File: config.mk
export PLATFORM = sky130hd
export DESIGN_NAME = pipe_fifo2
export DESIGN_NICKNAME = d
export VERILOG_FILES = /design/src/rtl/fifo2_pkg.sv /design/src/rtl/fifo2_slot.sv /design/src/rtl/fifo2_ctrl.sv /design/src/rtl/pipe_fifo2.sv
export SDC_FILE = /design/constraint.sdc
export NUM_CORES = 1
export LEC_CHECK = 0
export CORE_MARGIN = 8
export CORE_UTILIZATION = 46
export CTS_CLUSTER_SIZE = 16
export DETAILED_ROUTE_END_ITERATION = 6
export PLACE_DENSITY = 0.78
export SLEW_MARGIN = 5
export SYNTH_ARGS = -nofsm -noshare
export SYNTH_HDL_FRONTEND = slang
export SYNTH_SLANG_ARGS = --single-unit
export TNS_END_PERCENT = 30
File: constraint.sdc
create_clock -name clk -period 3.9 [get_ports clk]
set_clock_uncertainty 0.05 [all_clocks]
set_input_delay 0.39 -clock clk [delete_from_list [all_inputs] [get_ports clk]]
set_output_delay 0.39 -clock clk [all_outputs]
set_load 0.01 [all_outputs]
File: src/rtl/fifo2_pkg.sv
package fifo2_pkg;
   // Source selected for the head slot at the end of a cycle
   typedef enum logic [1:0] {
      HEAD_KEEP = 2'd0,
      HEAD_FROM_TAIL = 2'd1,
      HEAD_FROM_PUSH = 2'd2
   } head_src_e;
endpackage

File: src/rtl/fifo2_slot.sv
module fifo2_slot #(
   parameter int DATA_W = 32,
   parameter bit RESET_DATA = 1'b0
) (
   input  logic              clk,
   input  logic              rst_n,
   input  logic              load,
   input  logic [DATA_W-1:0] d,
   input  logic              valid_nxt,
   output logic [DATA_W-1:0] q,
   output logic              valid
);
   always_ff @(posedge clk) begin
      if (!rst_n) valid <= 1'b0;
      else        valid <= valid_nxt;
   end

   generate
      if (RESET_DATA) begin : g_data_rst
         always_ff @(posedge clk) begin
            if (!rst_n)    q <= '0;
            else if (load) q <= d;
         end
      end else begin : g_data_norst
         always_ff @(posedge clk) begin
            if (load) q <= d;
         end
      end
   endgenerate
endmodule

File: src/rtl/fifo2_ctrl.sv
module fifo2_ctrl
   import fifo2_pkg::*;
(
   input  logic      head_v,
   input  logic      tail_v,
   input  logic      enq_valid,
   input  logic      deq_ready,
   input  logic      flush,
   output logic      push_fire,
   output logic      pop_fire,
   output logic      head_v_nxt,
   output logic      tail_v_nxt,
   output head_src_e head_src
);
   logic head_left;
   logic tail_after;

   always_comb begin
      push_fire  = enq_valid && !tail_v;
      pop_fire   = deq_ready && head_v;
      // Intermediate occupancy after pop and push, before the flush
      head_left  = head_v && !pop_fire;
      tail_after = tail_v || push_fire;
      head_src   = HEAD_KEEP;
      head_v_nxt = head_left;
      tail_v_nxt = tail_after;
      if (flush) begin
         head_v_nxt = 1'b0;
         tail_v_nxt = 1'b0;
      end else if (tail_after && !head_left) begin
         // Re-pack: a lone item always sits in the head slot
         head_src   = push_fire ? HEAD_FROM_PUSH : HEAD_FROM_TAIL;
         head_v_nxt = 1'b1;
         tail_v_nxt = 1'b0;
      end
   end
endmodule

File: src/rtl/pipe_fifo2.sv
module pipe_fifo2
   import fifo2_pkg::*;
#(
   parameter int DATA_W = 32,
   parameter bit RESET_DATA = 1'b0
) (
   input  logic              clk,
   input  logic              rst_n,
   input  logic              enq_valid,
   output logic              enq_ready,
   input  logic [DATA_W-1:0] enq_data,
   output logic              deq_valid,
   input  logic              deq_ready,
   output logic [DATA_W-1:0] deq_data,
   input  logic              flush
);
   generate
      if (DATA_W < 1) begin : g_bad_width
         $error("pipe_fifo2: DATA_W must be at least 1");
      end
   endgenerate

   logic              head_v, tail_v;
   logic              head_v_nxt, tail_v_nxt;
   logic              push_fire, pop_fire;
   head_src_e         head_src;
   logic [DATA_W-1:0] head_q, tail_q, head_d;

   fifo2_ctrl u_ctrl (
      .head_v     (head_v),
      .tail_v     (tail_v),
      .enq_valid  (enq_valid),
      .deq_ready  (deq_ready),
      .flush      (flush),
      .push_fire  (push_fire),
      .pop_fire   (pop_fire),
      .head_v_nxt (head_v_nxt),
      .tail_v_nxt (tail_v_nxt),
      .head_src   (head_src)
   );

   always_comb begin
      head_d = (head_src == HEAD_FROM_PUSH) ? enq_data : tail_q;
   end

   fifo2_slot #(.DATA_W(DATA_W), .RESET_DATA(RESET_DATA)) u_head (
      .clk       (clk),
      .rst_n     (rst_n),
      .load      (head_src != HEAD_KEEP),
      .d         (head_d),
      .valid_nxt (head_v_nxt),
      .q         (head_q),
      .valid     (head_v)
   );

   fifo2_slot #(.DATA_W(DATA_W), .RESET_DATA(RESET_DATA)) u_tail (
      .clk       (clk),
      .rst_n     (rst_n),
      .load      (push_fire),
      .d         (enq_data),
      .valid_nxt (tail_v_nxt),
      .q         (tail_q),
      .valid     (tail_v)
   );

   assign enq_ready = !tail_v;
   assign deq_valid = head_v;
   assign deq_data  = head_q;

   // A held tail item implies a held head item
   assert_packed_R2: assert property (@(posedge clk) disable iff (!rst_n)
      tail_v |-> head_v);

   assert_empty_push_R3: assert property (@(posedge clk) disable iff (!rst_n)
      (!head_v && enq_valid && enq_ready && !flush)
      |=> (deq_valid && deq_data == $past(enq_data)));

   assert_full_pop_R7: assert property (@(posedge clk) disable iff (!rst_n)
      (tail_v && deq_ready && !flush)
      |=> (enq_ready && deq_valid && deq_data == $past(tail_q)));

   assert_pass_through_R6: assert property (@(posedge clk) disable iff (!rst_n)
      (head_v && !tail_v && deq_ready && enq_valid && !flush)
      |=> (deq_valid && enq_ready && deq_data == $past(enq_data)));

   assert_flush_empties_R8: assert property (@(posedge clk) disable iff (!rst_n)
      flush |=> (!deq_valid && enq_ready));

   assert_full_hold_R9: assert property (@(posedge clk) disable iff (!rst_n)
      (tail_v && !deq_ready && !flush)
      |=> (!enq_ready && $stable(deq_data) && $stable(tail_q)));
endmodule

Word-level counts from Yosys, hierarchy flattened
Cells that the tools add are included.
{"block": "totals", "register_bits": 66, "latch_bits": 0, "mem_bits_rw": 0, "romBits": 0, "inputBits": 37, "output_inout_bits": 34, "wordCells": 22, "memories": 0}
{"block": "op_classes", "n_addsub": 0, "n_mul": 0, "n_div": 0, "n_lt_le_gt_ge": 0, "eq_ne": 1, "shift": 0, "muxes": 5, "bitwise_logic": 1, "reduce_logical": 11}
{"op": "$mux W32", "count": 1}
{"op": "$mux W2", "count": 3}
{"op": "$logic_and A1 B1 Y1", "count": 4}
{"op": "$logic_not A1 Y1", "count": 3}
{"op": "$reduce_or A3 Y1", "count": 1}
{"op": "$eq A2 B2 Y1 const B", "count": 1}
{"op": "$reduce_bool A2 Y1", "count": 1}
{"op": "$reduce_or A2 Y1", "count": 1}
{"op": "$logic_or A1 B1 Y1", "count": 1}
{"op": "$mux W1", "count": 1}
{"op": "$not A1 Y1", "count": 1}

Longest topological paths before layout
{"block": "logic_depth", "ltp_word": 9, "ltp_mapped": 4}

Cells and area by module
From an unflattened synthesis, not the netlist that was laid out.
{"block": "unflattened", "hier_cells": 116, "hier_area_um2": 2600.0}
{"mod": "fifo2_slot", "n_inst": 2, "cells_per_inst": 34, "area_per_inst_um2": 987.2, "seq_area_each_um2": 980.9}
{"mod": "pipe_fifo2", "n_inst": 1, "cells_per_inst": 39, "area_per_inst_um2": 568.0, "seq_area_each_um2": 0.0}
{"mod": "fifo2_ctrl", "n_inst": 1, "cells_per_inst": 9, "area_per_inst_um2": 57.6, "seq_area_each_um2": 0.0}

Worst setup path before layout
OpenSTA, ideal clock, no wires.
{"block": "synth_path", "kind": "reg-to-reg", "startpoint": "register u_head.valid", "endpoint": "register u_head.q[0], enable pin", "setup_time_ns": 0.461, "arrival_ns": 2.751, "required_time_ns": 3.389, "slack_ns": 0.638, "path_stages_with_launch": 3, "path_buffers": 0, "period_less_slack_ns": 3.262, "cell_sequence": "dfxtp_1 nor2b_1 nor3_1"}
{"block": "synth_between", "elab_chain_cells": 8}
{"element": "start, declared", "line": "fifo2_slot.sv:11", "text": "output logic valid"}
{"element": "start signal, assigned", "line": "fifo2_slot.sv:15", "text": "else valid <= valid_nxt;"}
{"element": "$logic_and A1 B1 Y1", "line": "fifo2_ctrl.sv:20", "text": "pop_fire = deq_ready && head_v;"}
{"element": "$logic_not A1 Y1", "line": "fifo2_ctrl.sv:22", "text": "head_left = head_v && !pop_fire;"}
{"element": "$logic_and A1 B1 Y1 *", "line": "fifo2_ctrl.sv:22"}
{"element": "$logic_not A1 Y1 *", "line": "fifo2_ctrl.sv:30", "text": "end else if (tail_after && !head_left) begin"}
{"element": "$logic_and A1 B1 Y1 *", "line": "fifo2_ctrl.sv:30"}
{"element": "$mux W2 *", "line": "fifo2_ctrl.sv:30"}
{"element": "$mux W2 *", "line": "fifo2_ctrl.sv:27", "text": "if (flush) begin"}
{"element": "$reduce_bool A2 Y1 *", "line": "pipe_fifo2.sv:49", "text": ".load (head_src != HEAD_KEEP),"}
{"element": "via u_head.load", "line": "fifo2_slot.sv:7", "text": "input logic load,"}
{"element": "end signal, assigned", "line": "fifo2_slot.sv:26", "text": "if (load) q <= d;"}
{"element": "end, declared", "line": "fifo2_slot.sv:10", "text": "output logic [DATA_W-1:0] q,"}
Mark *: on every way through the listed nets, which the timed path passes. The rest lies on a longest branch.
A chain may end at the register's enable or synchronous reset.

Final worst setup path
{"block": "layout_path", "startpoint": "input port enq_valid", "endpoint": "register u_head.q[21], data pin"}
{"block": "layout_between", "elab_chain_cells": 7, "word_cells_on_any_way": 8}
{"element": "start, declared", "line": "pipe_fifo2.sv:9", "text": "input logic enq_valid,"}
{"element": "$logic_and A1 B1 Y1 *", "line": "fifo2_ctrl.sv:19", "text": "push_fire = enq_valid && !tail_v;"}
{"element": "via push_fire", "line": "pipe_fifo2.sv:25", "text": "logic push_fire, pop_fire;"}
{"element": "$logic_or A1 B1 Y1", "line": "fifo2_ctrl.sv:23", "text": "tail_after = tail_v || push_fire;"}
{"element": "$logic_and A1 B1 Y1", "line": "fifo2_ctrl.sv:30"}
{"element": "$mux W2 *", "line": "fifo2_ctrl.sv:30"}
{"element": "$mux W2 *", "line": "fifo2_ctrl.sv:27"}
{"element": "$eq A2 B2 Y1 *", "line": "pipe_fifo2.sv:43", "text": "head_d = (head_src == HEAD_FROM_PUSH) ? enq_data : tail_q;"}
{"element": "$mux W32 *", "line": "pipe_fifo2.sv:43"}
{"element": "via head_d[21]", "line": "pipe_fifo2.sv:27", "text": "logic [DATA_W-1:0] head_q, tail_q, head_d;"}
Marks and branches as above.

==> results.json <==
{
  "outcome": "completed",
  "cpPeakStageDelay_ns": 0.48,
  "fill_cells": 376,
  "timing.rr.end": "u_head.q[21]",
  "cp_max_fo": 33,
  "max_slew_margin": 0.703,
  "syn-num-nets": 148,
  "drtPass1Iterations": 3,
  "crit_top_cell": "buf_4",
  "initial_utilization": 0.474,
  "finalInstanceArea_mm2": 0.00336,
  "numPortBuffers": 70,
  "fin_crit_sh": 0.626,
  "setup_violations": 0,
  "crit_arrival_ns": 2.46,
  "cap_viol_max_count": 0,
  "path_class": "in2reg",
  "ff_latch_area_mm2": 0.00196,
  "synth_top_area_frac": 0.793,
  "hold_viol_final": 0,
  "grt_max_degree": 34,
  "r2r-start": "u_tail.valid",
  "fp.dieArea_mm2": 0.00784,
  "drtIter0Drc": 80,
  "multi_input_area_um2": 435,
  "core_area_mm2": 0.00511,
  "rrSetupSlack_ns": 1.69,
  "crit_start": "enq_valid",
  "htree_levels": 3,
  "synth.yosys.seq_area_share": 0.810,
  "required_ns": 3.92,
  "die_x_um": 88.6,
  "cts_setup_buffers": 0,
  "endpoint": "u_head.q[21]",
  "areaGrowthSynthToFinish_pct": 38.8,
  "drv_slew": 0,
  "boundaryPins": 71,
  "drive_gt1_frac": 0.244,
  "yosys_warnings": 0,
  "power_density_mw_per_mm2": 425,
  "synth_area_leaders": "edfxtp_1, mux2_2, dfxtp_1, buf_6, nor3b_4",
  "drtAntennaViolNets": 0,
  "path_clk_slew_ns": 0.06,
  "synth_cells": 111,
  "worstRegToRegCells": 5,
  "min_period_ns": 2.44,
  "rsz0062_at_grt": "false",
  "clock_path_buffers": 2,
  "hpwl_um": 3320,
  "syn_avg_cell_area_um2": 21.8,
  "antenna_found_initial": 0,
  "row_count": 26,
  "remaining_drc_errors": 0,
  "p_leak_uw": 0.00114,
  "grt.total_usage": 0.135,
  "hp-class": "reg2reg",
  "endpoint_kind": "flip-flop",
  "fp.dieH_um": 88.6,
  "crit_chain": "clkdlybuf4s50_1, nor2b_4, buf_4, nor3b_4, buf_4, mux2_2",
  "cts_made_buffers": 9,
  "peakVddDrop_v": 0.000290,
  "gr-total-overflow": 0,
  "clockRootBuffer": "clkbuf_8",
  "post_cts_resized": 0,
  "clk_latency_ns": 0.33,
  "wl_per_cell_um": 18.3,
  "grt_pass1_wl_um": 7510,
  "start_kind": "input port",
  "nNetsFinal": 229,
  "setup_tns_ns": 0,
  "slowest_stage": "clkdlybuf4s50_1",
  "cts_sinks": 66,
  "wirelength_um": 4890,
  "cts_tree": "yes",
  "viasPerCell": 4.77,
  "worstMarginPinSlew_ns": 0.446,
  "cts_hold_buf": 0,
  "yosys.area.top_type": "edfxtp_1",
  "netlist_area_mm2": 0.00242,
  "place.gp.congestion": 0.803,
  "vias": 1274,
  "netlist-cell-type-count": 11,
  "antenna_cells": 0,
  "max_freq_mhz": 410,
  "ys_ff_latch": 66,
  "place_area_mm2": 0.00321,
  "grt_pass1_vias": 1440
}
critical path, delay by kind of cell:
kind / cells / cell delay (ns)
mux: 1 / 0.39
simple gates: 2 / 0.39
buf+inv: 3 / 1.27
through the flow:
stage / util / hold WS, ns / std cells / power (uW) / setup slack, ns
after floorplan: - / 0.439 / 111 / 907 / 0.638
after global placement: 0.629 / 0.429 / 251 / 988 / 1.18
after detailed placement: 0.629 / 0.460 / 251 / 994 / 1.09
after CTS: 0.659 / 0.465 / 267 / 1450 / 1.43
after global routing: 0.659 / 0.493 / 267 / 1490 / 1.36
final: 0.659 / 0.467 / 267 / 1430 / 1.46
cell usage in the layout (no fill, tap or decap), drive strengths merged:
cell type	netlist	layout
a21oi	1	1
buf	3	3
clkbuf	0	14
clkdlybuf4s50	0	70
clkinv	0	2
dfxtp	2	2
edfxtp	64	64
inv	1	1
mux2	32	32
nand2b	2	2
nor2	1	1
nor2b	2	2
nor3	2	2
nor3b	1	1
area by class of cell:
type | instances | area share
clock inverter | 2 | 0.00260
sequential | 66 | 0.583
tap | 70 | 0.0260
inverter | 1 | 0.00112
clock buffer | 14 | 0.0424
timing repair buffer | 73 | 0.215
multi-input combinational | 41 | 0.129
Yosys cell counts, drive strengths merged:
cell	number
nor3b	1
nor3	2
a21oi	1
nand2b	2
buf	3
mux2	32
nor2b	2
nor2	1
edfxtp	64
inv	1
dfxtp	2
logic make-up (layout without fill, tap and decap cells):
kind of cell	after synthesis	after routing	share of synthesized area
DFF	66	66	0.810
buffers and inverters	4	90	0.0155
AOI/OAI and AO/OA	1	1	0.00206
muxes	32	32	0.149
and+or+nand+nor	8	8	0.0238
state kept, by name, summed over array words and instances, names as in the netlist:
name,count
u_head.q,32
u_head.valid,1
u_tail.valid,1
u_tail.q,32
metal layers:
layer  share of wire  up-vias  wire, um  GRT usage
li1                -      594         -          -
met1            0.41      621      2020      0.153
met2            0.49       50      2370      0.209
met3           0.078        9       382     0.0511
met4           0.022        0       107     0.0922
met5               0        -         0          0
power breakdown:
group	internal [uW]	switching, uW	leakage, uW	total, uW
Clock	229	225	0.0000761	454
Combinational	87.6	55.9	0.000435	143
Sequential	824	9.89	0.000629	834
Total	1140	291	0.00114	1430
worst min path at each step:
stage                       startpoint  depth (start not counted)  slack, ns            to
after floorplan            enq_data[0]                          0       0.44   u_tail.q[0]
after CTS                 u_head.valid                          2       0.46  u_tail.valid
after global routing      u_head.valid                          2       0.49  u_tail.valid
after global placement    u_head.valid                          2       0.43  u_tail.valid
after detailed placement  u_head.valid                          2       0.46  u_tail.valid
final                     u_head.valid                          2       0.47  u_tail.valid
No activity file was read; power rests on OpenSTA's default activity.
